File: config.mk
export PLATFORM = sky130hd
export DESIGN_NAME = track_halfbit_rx
export DESIGN_NICKNAME = d
export VERILOG_FILES = /design/src/rtl/thr_pkg.sv /design/src/rtl/thr_sync_edge.sv /design/src/rtl/thr_us_tick.sv /design/src/rtl/thr_interval_timer.sv /design/src/rtl/thr_half_pairer.sv /design/src/rtl/track_halfbit_rx.sv
export SDC_FILE = /design/constraint.sdc
export NUM_CORES = 1
export LEC_CHECK = 0
export BUFFER_PORTS_ARGS = -buffer_cell sky130_fd_sc_hd__buf_2
export CORE_UTILIZATION = 25
export DETAILED_ROUTE_END_ITERATION = 7
export PLACE_DENSITY = 0.44
export SLEW_MARGIN = 20
export SYNTH_ARGS = -nofsm -noshare
export SYNTH_HDL_FRONTEND = slang
export SYNTH_SLANG_ARGS = --single-unit
File: constraint.sdc
create_clock -name clk -period 5 [get_ports clk]
set_input_delay 1 -clock clk [delete_from_list [all_inputs] [get_ports clk]]
set_output_delay 1 -clock clk [all_outputs]
set_load 0.02 [all_outputs]
File: src/rtl/thr_pkg.sv
package thr_pkg;

    typedef enum logic [1:0] {
        HK_ONE  = 2'd0,
        HK_ZERO = 2'd1,
        HK_BAD  = 2'd2,
        HK_SKIP = 2'd3
    } half_kind_e;

    typedef enum logic [1:0] {
        PS_HUNT_EMPTY = 2'd0,
        PS_HUNT_HAVE  = 2'd1,
        PS_SYNC_EMPTY = 2'd2,
        PS_SYNC_HAVE  = 2'd3
    } pair_state_e;

endpackage

File: src/rtl/thr_sync_edge.sv
module thr_sync_edge #(
    parameter int unsigned SYNC_STAGES = 2
) (
    input  logic clk,
    input  logic rst_n,
    input  logic din,
    output logic edge_seen
);
    localparam int unsigned MSB = SYNC_STAGES - 1;

    typedef struct packed {
        logic [SYNC_STAGES-1:0] chain;
        logic                   prev;
    } sync_st_t;

    sync_st_t st_d, st_q;

    always_comb begin
        st_d       = st_q;
        st_d.chain = {st_q.chain[SYNC_STAGES-2:0], din};
        st_d.prev  = st_q.chain[MSB];
        edge_seen  = st_q.chain[MSB] ^ st_q.prev;
    end

    always_ff @(posedge clk or negedge rst_n) begin
        if (!rst_n) st_q <= '0;
        else        st_q <= st_d;
    end

    initial assert (SYNC_STAGES >= 2) else $error("sync chain too short");

endmodule

File: src/rtl/thr_us_tick.sv
module thr_us_tick #(
    parameter int unsigned CLK_PER_US = 100
) (
    input  logic clk,
    input  logic rst_n,
    input  logic restart,
    output logic tick
);
    localparam int unsigned DIV_W = (CLK_PER_US > 2) ? $clog2(CLK_PER_US) : 1;
    localparam logic [DIV_W-1:0] LAST = DIV_W'(CLK_PER_US - 1);

    logic [DIV_W-1:0] div_d, div_q;

    always_comb begin
        tick = (div_q == LAST);
        if (restart)   div_d = DIV_W'(1);
        else if (tick) div_d = '0;
        else           div_d = div_q + 1'b1;
    end

    always_ff @(posedge clk or negedge rst_n) begin
        if (!rst_n) div_q <= '0;
        else        div_q <= div_d;
    end

    // the divider is realigned by every edge, so an edge is followed by a full period
    assert_restart_aligns_R1: assert property (@(posedge clk) disable iff (!rst_n)
        restart |=> (div_q == DIV_W'(1)));

    initial assert (CLK_PER_US >= 2) else $error("tick divider needs at least 2 clocks");

endmodule

File: src/rtl/thr_interval_timer.sv
module thr_interval_timer
    import thr_pkg::*;
#(
    parameter int unsigned CNT_W    = 8,
    parameter int unsigned ONE_MIN  = 52,
    parameter int unsigned ONE_MAX  = 64,
    parameter int unsigned ZERO_MIN = 95,
    parameter int unsigned ZERO_MAX = 200
) (
    input  logic       clk,
    input  logic       rst_n,
    input  logic       edge_seen,
    input  logic       tick,
    output logic       half_stb,
    output half_kind_e half_kind
);
    localparam logic [CNT_W-1:0] CNT_MAX = {CNT_W{1'b1}};
    localparam logic [CNT_W-1:0] ONE_LO  = CNT_W'(ONE_MIN);
    localparam logic [CNT_W-1:0] ONE_HI  = CNT_W'(ONE_MAX);
    localparam logic [CNT_W-1:0] ZERO_LO = CNT_W'(ZERO_MIN);
    localparam logic [CNT_W-1:0] ZERO_HI = CNT_W'(ZERO_MAX);

    typedef struct packed {
        logic [CNT_W-1:0] count;
        logic             half_stb;
        half_kind_e       half_kind;
    } tmr_st_t;

    tmr_st_t st_d, st_q;

    always_comb begin
        st_d          = st_q;
        st_d.half_stb = 1'b0;
        if (edge_seen) begin
            st_d.count    = '0;
            st_d.half_stb = 1'b1;
            if (st_q.count > ZERO_HI)
                st_d.half_kind = HK_SKIP;
            else if (st_q.count >= ONE_LO && st_q.count <= ONE_HI)
                st_d.half_kind = HK_ONE;
            else if (st_q.count >= ZERO_LO)
                st_d.half_kind = HK_ZERO;
            else
                st_d.half_kind = HK_BAD;
        end else if (tick) begin
            if (st_q.count != CNT_MAX) st_d.count = st_q.count + 1'b1;
            if (st_q.count == ZERO_HI) begin
                st_d.half_stb  = 1'b1;
                st_d.half_kind = HK_BAD;
            end
        end
    end

    always_ff @(posedge clk or negedge rst_n) begin
        if (!rst_n) st_q <= '{count: '0, half_stb: 1'b0, half_kind: HK_SKIP};
        else        st_q <= st_d;
    end

    assign half_stb  = st_q.half_stb;
    assign half_kind = st_q.half_kind;

    assert_one_window_R2: assert property (@(posedge clk) disable iff (!rst_n)
        (half_stb && half_kind == HK_ONE) |->
            ($past(st_q.count) >= ONE_LO && $past(st_q.count) <= ONE_HI));

    assert_zero_window_R3: assert property (@(posedge clk) disable iff (!rst_n)
        (half_stb && half_kind == HK_ZERO) |->
            ($past(st_q.count) >= ZERO_LO && $past(st_q.count) <= ZERO_HI));

    assert_skip_after_timeout_R8: assert property (@(posedge clk) disable iff (!rst_n)
        (half_stb && half_kind == HK_SKIP) |-> ($past(st_q.count) > ZERO_HI));

    assert_count_saturates_R9: assert property (@(posedge clk) disable iff (!rst_n)
        (st_q.count == CNT_MAX && !edge_seen) |=> (st_q.count == CNT_MAX));

    initial assert (ZERO_MAX < (2 ** CNT_W) - 1 && ONE_MAX < ZERO_MIN && ONE_MIN <= ONE_MAX)
        else $error("inconsistent interval windows");

endmodule

File: src/rtl/thr_half_pairer.sv
module thr_half_pairer
    import thr_pkg::*;
(
    input  logic       clk,
    input  logic       rst_n,
    input  logic       half_stb,
    input  half_kind_e half_kind,
    output logic       bit_valid,
    output logic       bit_value,
    output logic       err_pulse
);
    typedef struct packed {
        pair_state_e state;
        logic        pend;
        logic        bit_valid;
        logic        bit_value;
        logic        err;
    } pair_st_t;

    pair_st_t st_d, st_q;
    logic     kind_bit;
    logic     is_half;

    always_comb begin
        st_d           = st_q;
        st_d.bit_valid = 1'b0;
        st_d.err       = 1'b0;
        kind_bit       = (half_kind == HK_ONE);
        is_half        = (half_kind == HK_ONE) || (half_kind == HK_ZERO);
        if (half_stb) begin
            if (!is_half) begin
                st_d.state = PS_HUNT_EMPTY;
                st_d.err   = (half_kind == HK_BAD);
            end else begin
                unique case (st_q.state)
                    PS_HUNT_EMPTY: begin
                        st_d.state = PS_HUNT_HAVE;
                        st_d.pend  = kind_bit;
                    end
                    PS_HUNT_HAVE: begin
                        if (kind_bit == st_q.pend) begin
                            st_d.state     = PS_SYNC_EMPTY;
                            st_d.bit_valid = 1'b1;
                            st_d.bit_value = kind_bit;
                        end else begin
                            st_d.pend = kind_bit;
                        end
                    end
                    PS_SYNC_EMPTY: begin
                        st_d.state = PS_SYNC_HAVE;
                        st_d.pend  = kind_bit;
                    end
                    PS_SYNC_HAVE: begin
                        if (kind_bit == st_q.pend) begin
                            st_d.state     = PS_SYNC_EMPTY;
                            st_d.bit_valid = 1'b1;
                            st_d.bit_value = kind_bit;
                        end else begin
                            st_d.state = PS_HUNT_HAVE;
                            st_d.pend  = kind_bit;
                            st_d.err   = 1'b1;
                        end
                    end
                    default: st_d.state = PS_HUNT_EMPTY;
                endcase
            end
        end
    end

    always_ff @(posedge clk or negedge rst_n) begin
        if (!rst_n) st_q <= '{state: PS_HUNT_EMPTY, pend: 1'b0, bit_valid: 1'b0,
                               bit_value: 1'b0, err: 1'b0};
        else        st_q <= st_d;
    end

    assign bit_valid = st_q.bit_valid;
    assign bit_value = st_q.bit_value;
    assign err_pulse = st_q.err;

    assert_bit_from_half_R5: assert property (@(posedge clk) disable iff (!rst_n)
        bit_valid |-> ($past(half_stb) && $past(half_kind) != HK_BAD));

    assert_err_cause_R4: assert property (@(posedge clk) disable iff (!rst_n)
        err_pulse |-> ($past(half_stb) && $past(half_kind) != HK_SKIP));

    assert_sync_mismatch_flags_R6: assert property (@(posedge clk) disable iff (!rst_n)
        (half_stb && st_q.state == PS_SYNC_HAVE && is_half && kind_bit != st_q.pend)
            |=> (err_pulse && st_q.state == PS_HUNT_HAVE));

    assert_hunt_mismatch_quiet_R7: assert property (@(posedge clk) disable iff (!rst_n)
        (half_stb && st_q.state == PS_HUNT_HAVE && is_half && kind_bit != st_q.pend)
            |=> !err_pulse);

endmodule

File: src/rtl/track_halfbit_rx.sv
module track_halfbit_rx
    import thr_pkg::*;
#(
    parameter int unsigned CLK_PER_US  = 100,
    parameter int unsigned SYNC_STAGES = 2,
    parameter int unsigned CNT_W       = 8,
    parameter int unsigned ONE_MIN     = 52,
    parameter int unsigned ONE_MAX     = 64,
    parameter int unsigned ZERO_MIN    = 95,
    parameter int unsigned ZERO_MAX    = 200
) (
    input  logic clk,
    input  logic rst_n,
    input  logic track_in,
    output logic bit_valid,
    output logic bit_value,
    output logic err_pulse
);
    logic       edge_seen;
    logic       tick;
    logic       half_stb;
    half_kind_e half_kind;

    thr_sync_edge #(.SYNC_STAGES(SYNC_STAGES)) u_sync (
        .clk(clk), .rst_n(rst_n), .din(track_in), .edge_seen(edge_seen)
    );

    thr_us_tick #(.CLK_PER_US(CLK_PER_US)) u_tick (
        .clk(clk), .rst_n(rst_n), .restart(edge_seen), .tick(tick)
    );

    thr_interval_timer #(
        .CNT_W(CNT_W), .ONE_MIN(ONE_MIN), .ONE_MAX(ONE_MAX),
        .ZERO_MIN(ZERO_MIN), .ZERO_MAX(ZERO_MAX)
    ) u_timer (
        .clk(clk), .rst_n(rst_n), .edge_seen(edge_seen), .tick(tick),
        .half_stb(half_stb), .half_kind(half_kind)
    );

    thr_half_pairer u_pair (
        .clk(clk), .rst_n(rst_n), .half_stb(half_stb), .half_kind(half_kind),
        .bit_valid(bit_valid), .bit_value(bit_value), .err_pulse(err_pulse)
    );

    // two bits are at least two half-"1" intervals apart
    assert_bit_strobe_single_R5: assert property (@(posedge clk) disable iff (!rst_n)
        bit_valid |=> !bit_valid);

    assert_err_not_with_bit_R4: assert property (@(posedge clk) disable iff (!rst_n)
        !(err_pulse && bit_valid));

endmodule

==> flow_summary.yaml <==
setup_path:
  path_max_fanout: 2
  crit_cells: 1
  crit_path_max_incr_delay_ns: 0.38
  cp_cell_sequence: "buf_2"
  r2r-start: "u_tick.div_q[0]"
  cp-startpoint: "u_pair.bit_value"
  ff2ff_path_depth: 5
  cp_data_required_time_ns: 4.00
  critPathCaptureType: "primary output"
  cp.arrival_ns: 0.82
  start_kind: "flip-flop"
  cp_top_family: "flip-flops"
  critPathKind: "flip-flop to primary output"
  cp.buffers_inverters: 1
  critPathSlowestCell: "dfrtp_1"
logic_synthesis:
  synth_warnings: 0
  synthArstFlopShare_pct: 100
  synthSimpleGateAreaFrac_pct: 21.7
  yosys_register_bits: 27
  synth-main-ff-cell: "dfrtp_1"
  syn_inst: 128
  synth_compound_area_share_pct: 12.3
  synth_xor_area_share_pct: 5.94
  synthAdderAreaFrac_pct: 2.83
  synth_cell_types: 42
  synth_top_family_by_area: "simple AND/OR/NAND/NOR gates"
  synthMuxAreaShare_pct: 1.60
  syn_nets: 134
  syn_area_per_cell_um2: 10.4
  synth_enable_flop_cells: 0
  syn_area_um2: 1330
  yosysSeqAreaShare_pct: 51.1
detailed_routing:
  via_per_inst: 4.62
  wl_mm: 2.48
  first_iter_violations: 28
  wl_per_cell_um: 12.1
  drc_errors: 0
  ant_nets: 0
  vias: 942
  first_pass_iters: 4
global_route:
  antenna_found_initial: 0
  grt_util_met2_pct: 17.0
  grt_overflow: 0
  grt_busiest_layer: "met2"
  use_met3_pct: 2.54
  grt_pass1_wl_mm: 4.36
  grtUsageTotal_pct: 10.3
  grtUsageMet1_pct: 12.8
  grt_max_degree: 28
  grt_pass1_vias: 933
clock_network:
  cts_hold_buf: 0
  clock_sinks: 27
  cts_setup_buffers: 0
  htreeDepth: 1
  root_buffer: "clkbuf_8"
  cts_tree: "yes"
  cts-resized-gates: 0
  clockBufferDepth: 2
  clock_latency_ns: 0.28
  numCtsBuffers: 3
  clkSlewWorstSetupHoldPaths_ns: 0.10
placement:
  placed_cells: 200
  dp_hpwl_mm: 1.75
  io_buffers: 5
  placed_cell_area_um2: 1410
  place_ws_ns: 3.31
  place.gp.congestion: 0.780
cells_and_area:
  layoutNonFillerInstCount: 204
  mostFrequentLayoutCells: "25 x dfrtp_1, 14 x nor2_1, 11 x nand2_1, 8 x inv_1, 7 x o21ai_0"
  drive_above_1_share_pct: 12.7
  layout_commonest_cell: "dfrtp_1"
  synthToLayoutAreaGrowth_pct: 9.99
  n_antenna_cell: 0
  final_util_pct: 28.6
  design_area_um2: 1460
  fill_cells: 553
  final_nets: 141
timing:
  finalHoldViolCount: 0
  fmax_mhz: 550
  setup_violations: 0
  worst_pin_slew_ns: 0.759
  drv_slew: 0
  period_minus_slack_ns: 1.82
  rsz0062_at_grt: "false"
  skew_ns: 0.00930
  slew_headroom_pct: 49.2
  fin_tns_setup_ns: 0
  setup_ws_ns: 3.18
  post-route-period-util_pct: 36.4
hold_path:
  hp-class: "flip-flop to flip-flop"
  whs_path_depth: 0
  min_from: "u_sync.st_d[2]"
power_and_ir_drop:
  ir_worst_vdd_mv: 0.108
  leakage_uw: 0.000598
  power_density_nw_per_um2: 278
job:
  maxCapViolCount: 0
floorplan:
  die_y_um: 74.9
  die_w_um: 74.9
  start_util_pct: 26.0
  ios: 6
  rows: 26
  fp.dieArea_um2: 5610
  core-area_um2: 5110
outcome:
  status: "complete, no violations"
-- cells in the mapped netlist, drive strengths merged (2+ instances only) --
library cell | number | area (um^2)
nor3 | 3 | 26.3
inv | 8 | 30.0
nor4 | 2 | 12.5
dfrtp | 25 | 626
xor2 | 4 | 35.0
nor2 | 14 | 52.6
a21oi | 4 | 20.0
nor4b | 2 | 17.5
nand4 | 2 | 12.5
xnor2 | 5 | 43.8
nand3 | 4 | 25.0
buf | 3 | 30.0
dfstp | 2 | 52.6
and3 | 2 | 13.8
o21ai | 7 | 35.0
a31oi | 2 | 12.5
and2 | 3 | 18.8
o211ai | 2 | 20.0
or3 | 2 | 12.5
ha | 3 | 37.5
o22ai | 3 | 18.8
nand2 | 11 | 41.3
-- flip-flops by register name, indices dropped and copies added, names as in the netlist --
name and flops:
u_pair.err_pulse 1, u_sync.st_d 2, u_pair.st_q 3, u_pair.bit_valid 1, u_pair.bit_value 1, u_sync.st_q 1
u_timer.half_stb 1, u_tick.div_q 7, u_timer.st_q 8, u_timer.half_kind 2
-- cell type report --
type	count	area (um^2)	share of cell area [%]
sequential	27	678	46.4
multi-input combinational	90	589	40.4
tap	70	87.6	6.00
clock buffer	3	41.3	2.83
inverter	8	30.0	2.06
timing repair buffer	5	25.0	1.71
clock inverter	1	8.76	0.600
-- final timing paths --
path                                    endpoint  slack (ns)
worst max-delay path                   bit_value        3.18
worst min-delay path              u_sync.st_d[0]        0.36
worst max register to register   u_timer.st_q[9]        3.30
worst min register to register    u_sync.st_d[0]        0.36
max in group asynchronous        u_tick.div_q[2]        3.87
min in group asynchronous       u_pair.err_pulse        0.72
-- power by group --
part           total (uW)  leakage, uW  switching (uW)  internal [uW]
combinational        38.1     0.000220            23.6           14.5
sequential            238     0.000352            9.27            229
clock                 131    0.0000261            72.0           58.5
total                 407     0.000598             105            302
-- routing by layer --
layer	wire (um)	vias to the layer above
li1	-	464
met1	1210	468
met2	1180	8
met3	53	2
met4	31	0
met5	0	-
-- kinds of logic after synthesis --
group	Yosys count
adder cells (fa/ha/maj)	3
AND/OR/NAND/NOR	51
AO/OA/AOI/OAI	25
multiplexers	2
flip-flops	27
XOR/XNOR	9
buffers and inverters	11
-- per-stage QoR --
stage / hold slack, ns / power, uW
2_1_floorplan: 0.331 / 267
3_3_place_gp: 0.336 / 280
3_5_place_dp: 0.339 / 281
4_1_cts: 0.364 / 414
5_1_grt: 0.379 / 429
6_report: 0.360 / 407
Power figures use the tool's default switching activity.
